<file path="src/rtl/mdio_mgmt_slave.sv">
module mdio_mgmt_slave #(
  parameter int          NSTD     = 7,
  parameter logic [4:0]  IRQ_ADDR = 5'h1B,
  parameter logic [4:0]  CTL_ADDR = 5'h1F,
  parameter int          POL_BIT  = 9,
  parameter int          PRE_LEN  = 32
) (
  input  logic       clk,
  input  logic       rst_n,
  input  logic       mdc,
  input  logic       mdio_i,
  input  logic [4:0] phy_addr,
  input  logic [7:0] status_evt,
  output logic       mdio_o,
  output logic       mdio_oe,
  output logic       irq
);
  localparam int PW = $clog2(PRE_LEN + 1);

  typedef enum logic [1:0] {S_PRE, S_HDR, S_XFER} st_t;

  logic [2:0]    mdc_q;
  logic [1:0]    din_q;
  st_t           st;
  logic [PW-1:0] ones;
  logic [3:0]    hcnt;
  logic [11:0]   hdr;
  logic [4:0]    xcnt;
  logic          rd;
  logic [4:0]    ra;
  logic [15:0]   sh;
  logic [15:0]   std_q [NSTD];
  logic [7:0]    ien, icond;
  logic [15:0]   ctl;
  logic [15:0]   rdata;

  always_ff @(posedge clk or negedge rst_n)
    if (!rst_n) begin
      mdc_q <= '0;
      din_q <= '1;
    end else begin
      mdc_q <= {mdc_q[1:0], mdc};
      din_q <= {din_q[0], mdio_i};
    end

  wire rise   = mdc_q[1] & ~mdc_q[2];
  wire fall   = ~mdc_q[1] & mdc_q[2];
  wire bit_in = din_q[1];

  wire [12:0] hnext  = {hdr, bit_in};
  wire        h_done = rise && st == S_HDR && hcnt == 4'd12;
  wire        h_ok   = hnext[12] && (hnext[11:10] == 2'b10 || hnext[11:10] == 2'b01)
                       && hnext[9:5] == phy_addr;
  wire        clr    = h_done && h_ok && hnext[11:10] == 2'b10 && hnext[4:0] == IRQ_ADDR;
  wire        wr_go  = rise && st == S_XFER && !rd && xcnt == 5'd17;
  wire [15:0] wdata  = {sh[14:0], bit_in};

  always_comb begin
    rdata = '0;
    for (int i = 0; i < NSTD; i++)
      if (hnext[4:0] == i[4:0]) rdata = std_q[i];
    if (hnext[4:0] == IRQ_ADDR) rdata = {ien, icond};
    if (hnext[4:0] == CTL_ADDR) rdata = ctl;
  end

  always_ff @(posedge clk or negedge rst_n)
    if (!rst_n) begin
      st      <= S_PRE;
      ones    <= '0;
      hcnt    <= '0;
      hdr     <= '0;
      xcnt    <= '0;
      rd      <= 1'b0;
      ra      <= '0;
      sh      <= '0;
      mdio_o  <= 1'b0;
      mdio_oe <= 1'b0;
    end else if (rise) begin
      case (st)
        S_PRE:
          if (bit_in) begin
            if (ones != PW'(PRE_LEN)) ones <= ones + 1'b1;
          end else begin
            if (ones == PW'(PRE_LEN)) begin
              st   <= S_HDR;
              hcnt <= '0;
            end
            ones <= '0;
          end
        S_HDR: begin
          hdr  <= hnext[11:0];
          hcnt <= hcnt + 1'b1;
          if (hcnt == 4'd12) begin
            if (h_ok) begin
              st   <= S_XFER;
              xcnt <= '0;
              rd   <= hnext[11:10] == 2'b10;
              ra   <= hnext[4:0];
              sh   <= rdata;
            end else begin
              st <= S_PRE;
            end
          end
        end
        default: begin
          xcnt <= xcnt + 1'b1;
          if (!rd) begin
            sh <= wdata;
            if (xcnt == 5'd17) st <= S_PRE;
          end
        end
      endcase
    end else if (fall && st == S_XFER && rd) begin
      if (xcnt == 5'd1) begin
        mdio_oe <= 1'b1;
        mdio_o  <= 1'b0;
      end else if (xcnt >= 5'd2 && xcnt <= 5'd17) begin
        mdio_o <= sh[15];
        sh     <= {sh[14:0], 1'b0};
      end else if (xcnt == 5'd18) begin
        mdio_oe <= 1'b0;
        mdio_o  <= 1'b0;
        st      <= S_PRE;
      end
    end

  always_ff @(posedge clk or negedge rst_n)
    if (!rst_n) begin
      for (int i = 0; i < NSTD; i++) std_q[i] <= '0;
      ien   <= '0;
      icond <= '0;
      ctl   <= '0;
    end else begin
      for (int i = 0; i < NSTD; i++)
        if (wr_go && ra == i[4:0]) std_q[i] <= wdata;
      if (wr_go && ra == IRQ_ADDR) ien <= wdata[15:8];
      if (wr_go && ra == CTL_ADDR) ctl <= wdata;
      icond <= clr ? status_evt : (icond | status_evt);
    end

  wire pend = |(ien & icond);
  assign irq = ctl[POL_BIT] ? pend : ~pend;

endmodule

</file>
<file path="config.mk">
export PLATFORM = sky130hd
export DESIGN_NAME = mdio_mgmt_slave
export DESIGN_NICKNAME = d
export VERILOG_FILES = /design/src/rtl/mdio_mgmt_slave.sv
export SDC_FILE = /design/constraint.sdc
export NUM_CORES = 1
export LEC_CHECK = 0
export ABC_AREA = 1
export BUFFER_PORTS_ARGS = -buffer_cell sky130_fd_sc_hd__buf_2
export CORE_UTILIZATION = 63
export DETAILED_ROUTE_END_ITERATION = 10
export GPL_ROUTABILITY_DRIVEN = 0
export PLACE_DENSITY = 0.83
export SYNTH_ARGS = -nofsm -noshare
export SYNTH_HDL_FRONTEND = slang
export SYNTH_SLANG_ARGS = --single-unit
</file>
<file path="constraint.sdc">
create_clock -name clk -period 2.35 [get_ports clk]
set_input_delay 0.5875 -clock clk [delete_from_list [all_inputs] [get_ports clk]]
set_output_delay 0.5875 -clock clk [all_outputs]
set_load 0.01 [all_outputs]
</file>
[Word level (Yosys, flattened, before mapping)]
Cells that the tools add are included.
Storage, ports and cells
  logic and storage cells: 166
  register bits after elaboration: 202
  output and inout port bits: 3
Operators by class
  muxes and demuxes: 44
  magnitude comparators: 2
  reductions and logical operators: 43
  eq/ne operators: 43
  add/sub/neg operators: 3
  bitwise gates (word level): 9
Operators by type and width (count)
  16-bit two-way mux: 16
  16-bit case mux with 2 select lines: 1
  5-bit by 3-bit == test with 1-bit output, second input constant: 6
  5-bit == test, second input constant: 6
  1-bit logical AND: 22
  2-bit two-way mux: 11
  5-bit by 2-bit == test with 1-bit output, second input constant: 4
  4-bit AND reduction: 4
  5-bit by 1-bit == test with 1-bit output, second input constant: 3
  2-bit != test, second input constant: 7
  6-bit two-way mux: 2
  5-bit zero test: 2
  5-bit two-way mux: 2
  5-bit case mux with 2 select lines: 1
  2-bit nonzero test: 5
  3-bit != test, second input constant: 3
  9-bit AND reduction: 1
  8-bit bitwise AND: 1
  4-bit two-way mux: 2
  8-bit two-way mux: 1
  8-bit bitwise OR: 1
  4-bit case mux with 2 select lines: 1
  8-bit OR reduction: 1
  7-bit AND reduction: 1
  25 further kinds: 40

[Depth between registers and ports, before layout]
  depth after elaboration: 14
  depth in mapped cells: 13
  depth with buffers taken out: 13

[Worst setup path before layout]
Ideal clock, no wire load.
  path type: reg-to-reg
  start point: register din_q[1]
  end point: register icond[0]
  setup time: 0.133 ns
  arrival time: 1.754 ns
  setup slack: 0.463 ns
  data required time: 2.217 ns
  stages on the path, launching flop included: 7
  path buffers: 1
  cells stage by stage: dfstp_2 > buf_2 > nand2_1 > nor3_1 > inv_1 > nor3_2 > o21bai_1
On the way
  word-level cells in the longest chain between the ends: 3
Ends and longest elaborated chain
  start, declared: line 23  | logic [1:0] din_q;
  start signal, assigned: line 43  | din_q <= {din_q[0], mdio_i};
  5-bit == test: line 54  | wire clr = h_done && h_ok && hnext[11:10] == 2'b10 && hnext[4:0] == IRQ_ADDR;
  1-bit logical AND: line 54
  8-bit two-way mux: line 138  | icond <= clr ? status_evt : (icond | status_evt);
  end signal, assigned: line 138
  end, declared: line 33  | logic [7:0] ien, icond;
Every way passes these cells.
A chain may end at the register's enable or synchronous reset.

[Worst setup path after layout]
  start point: register icond[2]
  end point: output irq
On the way
  word-level cells in the longest chain between the ends: 4
Ends and longest elaborated chain
  8-bit bitwise AND (*): line 141  | wire pend = |(ien & icond);
  8-bit OR reduction (*): line 141
  1-bit inverter: line 142  | assign irq = ctl[POL_BIT] ? pend : ~pend;
  1-bit two-way mux (*): line 142
  end, declared: line 16  | output logic irq
Every way passes the cells marked *; elsewhere a longest branch is shown, timed or not.

==> results by group <==
Status
  – Outcome: completed

Finish
  – Total inserted antenna cells: 0
  – Nets@finish: between 1000 and 1500
  – Final cell area excluding filler cells: 10490 µm²
  – Layout cells sized above 1: 8.292%
  – Area added between synthesis and finish: 12.28%

Global route
  – Largest net degree at the start of global routing: 56
  – Total global routing track utilization: 32.21%
  – First-pass GRT wire length: 37870 µm
  – Total congestion overflow: 0
  – Vias in the first global route: 7390
  – Number of antenna violations at the first check in global routing: 0

Die
  – Core outline area: 14480 µm²
  – Number of I/O pins: 20
  – Standard-cell row count: 44
  – Vertical die dimension: 123.8 µm
  – Die width: 123.8 µm
  – Floorplan die area: 15320 µm²
  – Starting density of the core: between 60% and 70%

Worst setup path
  – Critical path buffer and inverter count: 1
  – Critical-path maximum fanout: 3
  – Type of element capturing the critical path: output port
  – Critical Path Source: icond[2]
  – Cell family contributing the most delay on the critical path: flip-flops
  – Setup slack of the worst register-to-register path: 0.18 ns
  – CP Data Required Time: between 1.5 and 2 ns
  – Worst R2R Start: xcnt[2]
  – Most common cell on crit path: sky130_fd_sc_hd__nand2_1
  – Crit path kind: reg2out
  – Arrival time of the worst setup path: 1.70 ns
  – Worst-path cell chain: nand2_1 -> nand2_1 -> a221oi_1 -> nand2_1 -> xor2_1 -> buf_2
  – Critical-path top delay cell: sky130_fd_sc_hd__dfrtp_1
  – Element type at the critical path start: register
  – Biggest cell delay along the critical path: 0.41 ns

Routing
  – Per-cell routed wire length: 16.90 µm
  – Via count of the routed design: 8174
  – Wire length after detailed routing: 23700 µm
  – Count of routing violations after the opening detailed-route iteration: 939
  – Via density: ~5.8
  – DRC violation count after routing: 0
  – Number of search-and-repair iterations in the first detailed-routing pass: 6
  – Routed Antenna Nets: 0

Timing
  – Fmax: 437.7 MHz
  – Final Cycle Share: 97.21%
  – Final Setup Violations: 0
  – Max Transition Viols Final: 0
  – Unrepaired setup endpoints after global routing: false
  – Time the worst path needs with I/O delays and setup: 2.285 ns
  – Min setup slack post-route: 0.06548 ns
  – Worst slew slack as a fraction of its limit: 47.31%
  – Setup total negative slack: 0 ns
  – Slew of the pin with the lowest slew margin: 0.7874 ns
  – Largest clock skew in the final design: 0.009368 ns
  – Minimum hold slack: approximately 0.062 ns
  – Final hold viol count: 0

Hold path
  – Worst min-delay path class: in2async

Yosys
  – Area of the mapped netlist: 9343 µm²
  – Proportion of synthesized chip area in sequential cells: 54.13%
  – Top post-synthesis cells by area: sky130_fd_sc_hd__dfrtp_1 54%, sky130_fd_sc_hd__nand2_1 17%, sky130_fd_sc_hd__o21ai_0 9.2%, sky130_fd_sc_hd__inv_1 4.6%, sky130_fd_sc_hd__nor2_1 2.7%
  – Count of synthesis-stage warnings from yosys: 0
  – Post-Syn Nets: 1201
  – Mapped Cells: 1176
  – Area leader, netlist: sky130_fd_sc_hd__dfrtp_1
  – Most instantiated flip-flop cell in the synthesis netlist: sky130_fd_sc_hd__dfrtp_1
  – Post-synthesis cell type count: 27
  – Avg Cell Area, Syn: approximately 8 µm²
  – Most frequent cell after synthesis: sky130_fd_sc_hd__nand2_1
  – Number of flip-flops and latches in the synthesized netlist: 202
  – Cell types with the highest counts after synthesis: 411 x sky130_fd_sc_hd__nand2_1, 200 x sky130_fd_sc_hd__dfrtp_1, 172 x sky130_fd_sc_hd__o21ai_0, 115 x sky130_fd_sc_hd__inv_1, 66 x sky130_fd_sc_hd__nor2_1
  – Post-synth ARST share: between 90% and 100%
  – Yosys top cell area share: 53.57%
  – Number of enable flip-flop cells after synthesis: 0

CTS
  – Clock insertion delay at the later pin of the skew report: 0.50 ns
  – Clock-pin slew on the worst setup and hold paths: 0.06 ns
  – Number of H-tree levels: 1
  – Cts bufs inserted: 21
  – CTS root buf: sky130_fd_sc_hd__clkbuf_16
  – Total clock sinks: 202
  – TritonCTS clock tree: done
  – Hold-fix buffers at CTS: 0
  – Maximum clock path buffer count: 3

Pwr
  – Overall power after layout: 8186 µW
  – Power density relative to cell area: 780.4 nW/µm²
  – Worst ir drop on vdd: 0.0006533 V
  – Leak Pwr: 0.005057 µW

Place
  – Total of buffers placed on input and output ports: 19
  – Placement Setup Slack: roughly 0.10 ns
  – Placed Area: 9776 µm²
  – Placed wire-length estimate after detailed placement: 15640 µm

Run
  – Reported max-cap violation count: 0
[through the flow]
step | utilization (%) | instances
3_3_place_gp | 67.52 | 1362
2_1_floorplan | - | 1176
4_1_cts | 72.33 | 1402
5_1_grt | 72.45 | 1402
6_report | 72.45 | 1402
3_5_place_dp | 67.52 | 1362
[cell type report]
class	instances	area [µm²]
Sequential cell	202	5057
Fill cell	1077	3989
Multi-Input combinational cell	805	3659
Clock buffer	29	605.6
Inverter	116	435.4
Timing Repair Buffer	57	426.7
Tap cell	184	230.2
Clock inverter	9	76.32
[layout by cell type (no fill, tap or decap), drive strengths merged]
| cell type | netlist | layout |
|---|---|---|
| clkinvlp | 0 | 1 |
| xor2 | 5 | 5 |
| a21oi | 39 | 39 |
| o21ai | 172 | 172 |
| dfstp | 2 | 2 |
| nor2 | 66 | 66 |
| inv | 115 | 116 |
| a221oi | 2 | 2 |
| bufinv | 0 | 1 |
| nor3 | 16 | 16 |
| nand3 | 28 | 28 |
| nor4 | 1 | 1 |
| o21a | 1 | 1 |
| o211ai | 1 | 1 |
| o21bai | 11 | 11 |
| nand4 | 37 | 37 |
| buf | 8 | 56 |
| dfrtp | 200 | 200 |
| o31ai | 4 | 4 |
| nand2 | 411 | 411 |
| and3 | 1 | 1 |
| nand3b | 1 | 1 |
| xnor2 | 1 | 1 |
| ha | 8 | 8 |
| clkinv | 1 | 7 |
| clkbuf | 45 | 30 |
[sequential cells by signal, indices dropped and copies added, names as in the netlist]
name and count:
ctl 16, std_q 112, mdc_q 3, mdio_oe 1, ien 8, hdr 12
rd 1, din_q 2, st 2, ra 5, icond 8, hcnt 4
sh 16, xcnt 5, mdio_o 1, ones 6
[metal layers]
| metal | track usage [%] | share of wire (%) | up-vias |
|---|---|---|---|
| li1 | - | - | 3815 |
| met3 | 7.509 | 10 | 52 |
| met2 | 48.02 | 45 | 434 |
| met5 | 0 | 0 | - |
| met4 | 7.982 | 2.0 | 0 |
| met1 | 47.69 | 43 | 3873 |
[final timing paths]
kind,endpoint,cells after the start
hold / removal,std_q[110],1
setup reg to reg,std_q[36],7
min in group clk,din_q[0],1
hold reg to reg,mdc_q[1],0
max in group asynchronous,std_q[25],2
setup / recovery,irq,6
[worst reg2reg max path: cells and delay by family, from the launching register on]
| family | cells | cell delay [ns] |
|---|---|---|
| AOI/OAI and AO/OA | 1 | 0.09 |
| and+or+nand+nor | 5 | 1.24 |
| buffers and inverters | 1 | 0.27 |
| DFF | 1 | 0.42 |
[timing repair]
item / CTS / global route
cloned: 0 / 0
buffers inserted: 2 / 0
pin swaps: 2 / 0
gates resized for setup: 3 / 3
setup endpoints to repair: 1 / 9
[power breakdown]
| part | internal (µW) | switching (µW) |
|---|---|---|
| registers | 3670 | 149 |
| logic | 271 | 819 |
| clock network | 1920 | 1360 |
[cells by family after synthesis]
family / synth area share [%]
AND/OR/NAND/NOR: 24.43
adder cells (fa/ha/maj): 1.071
XOR/XNOR: 0.5625
AO/OA/AOI/OAI: 12.86
flip-flops: 54.13
buffers and inverters: 6.950
(Power assumes the default switching activity.)
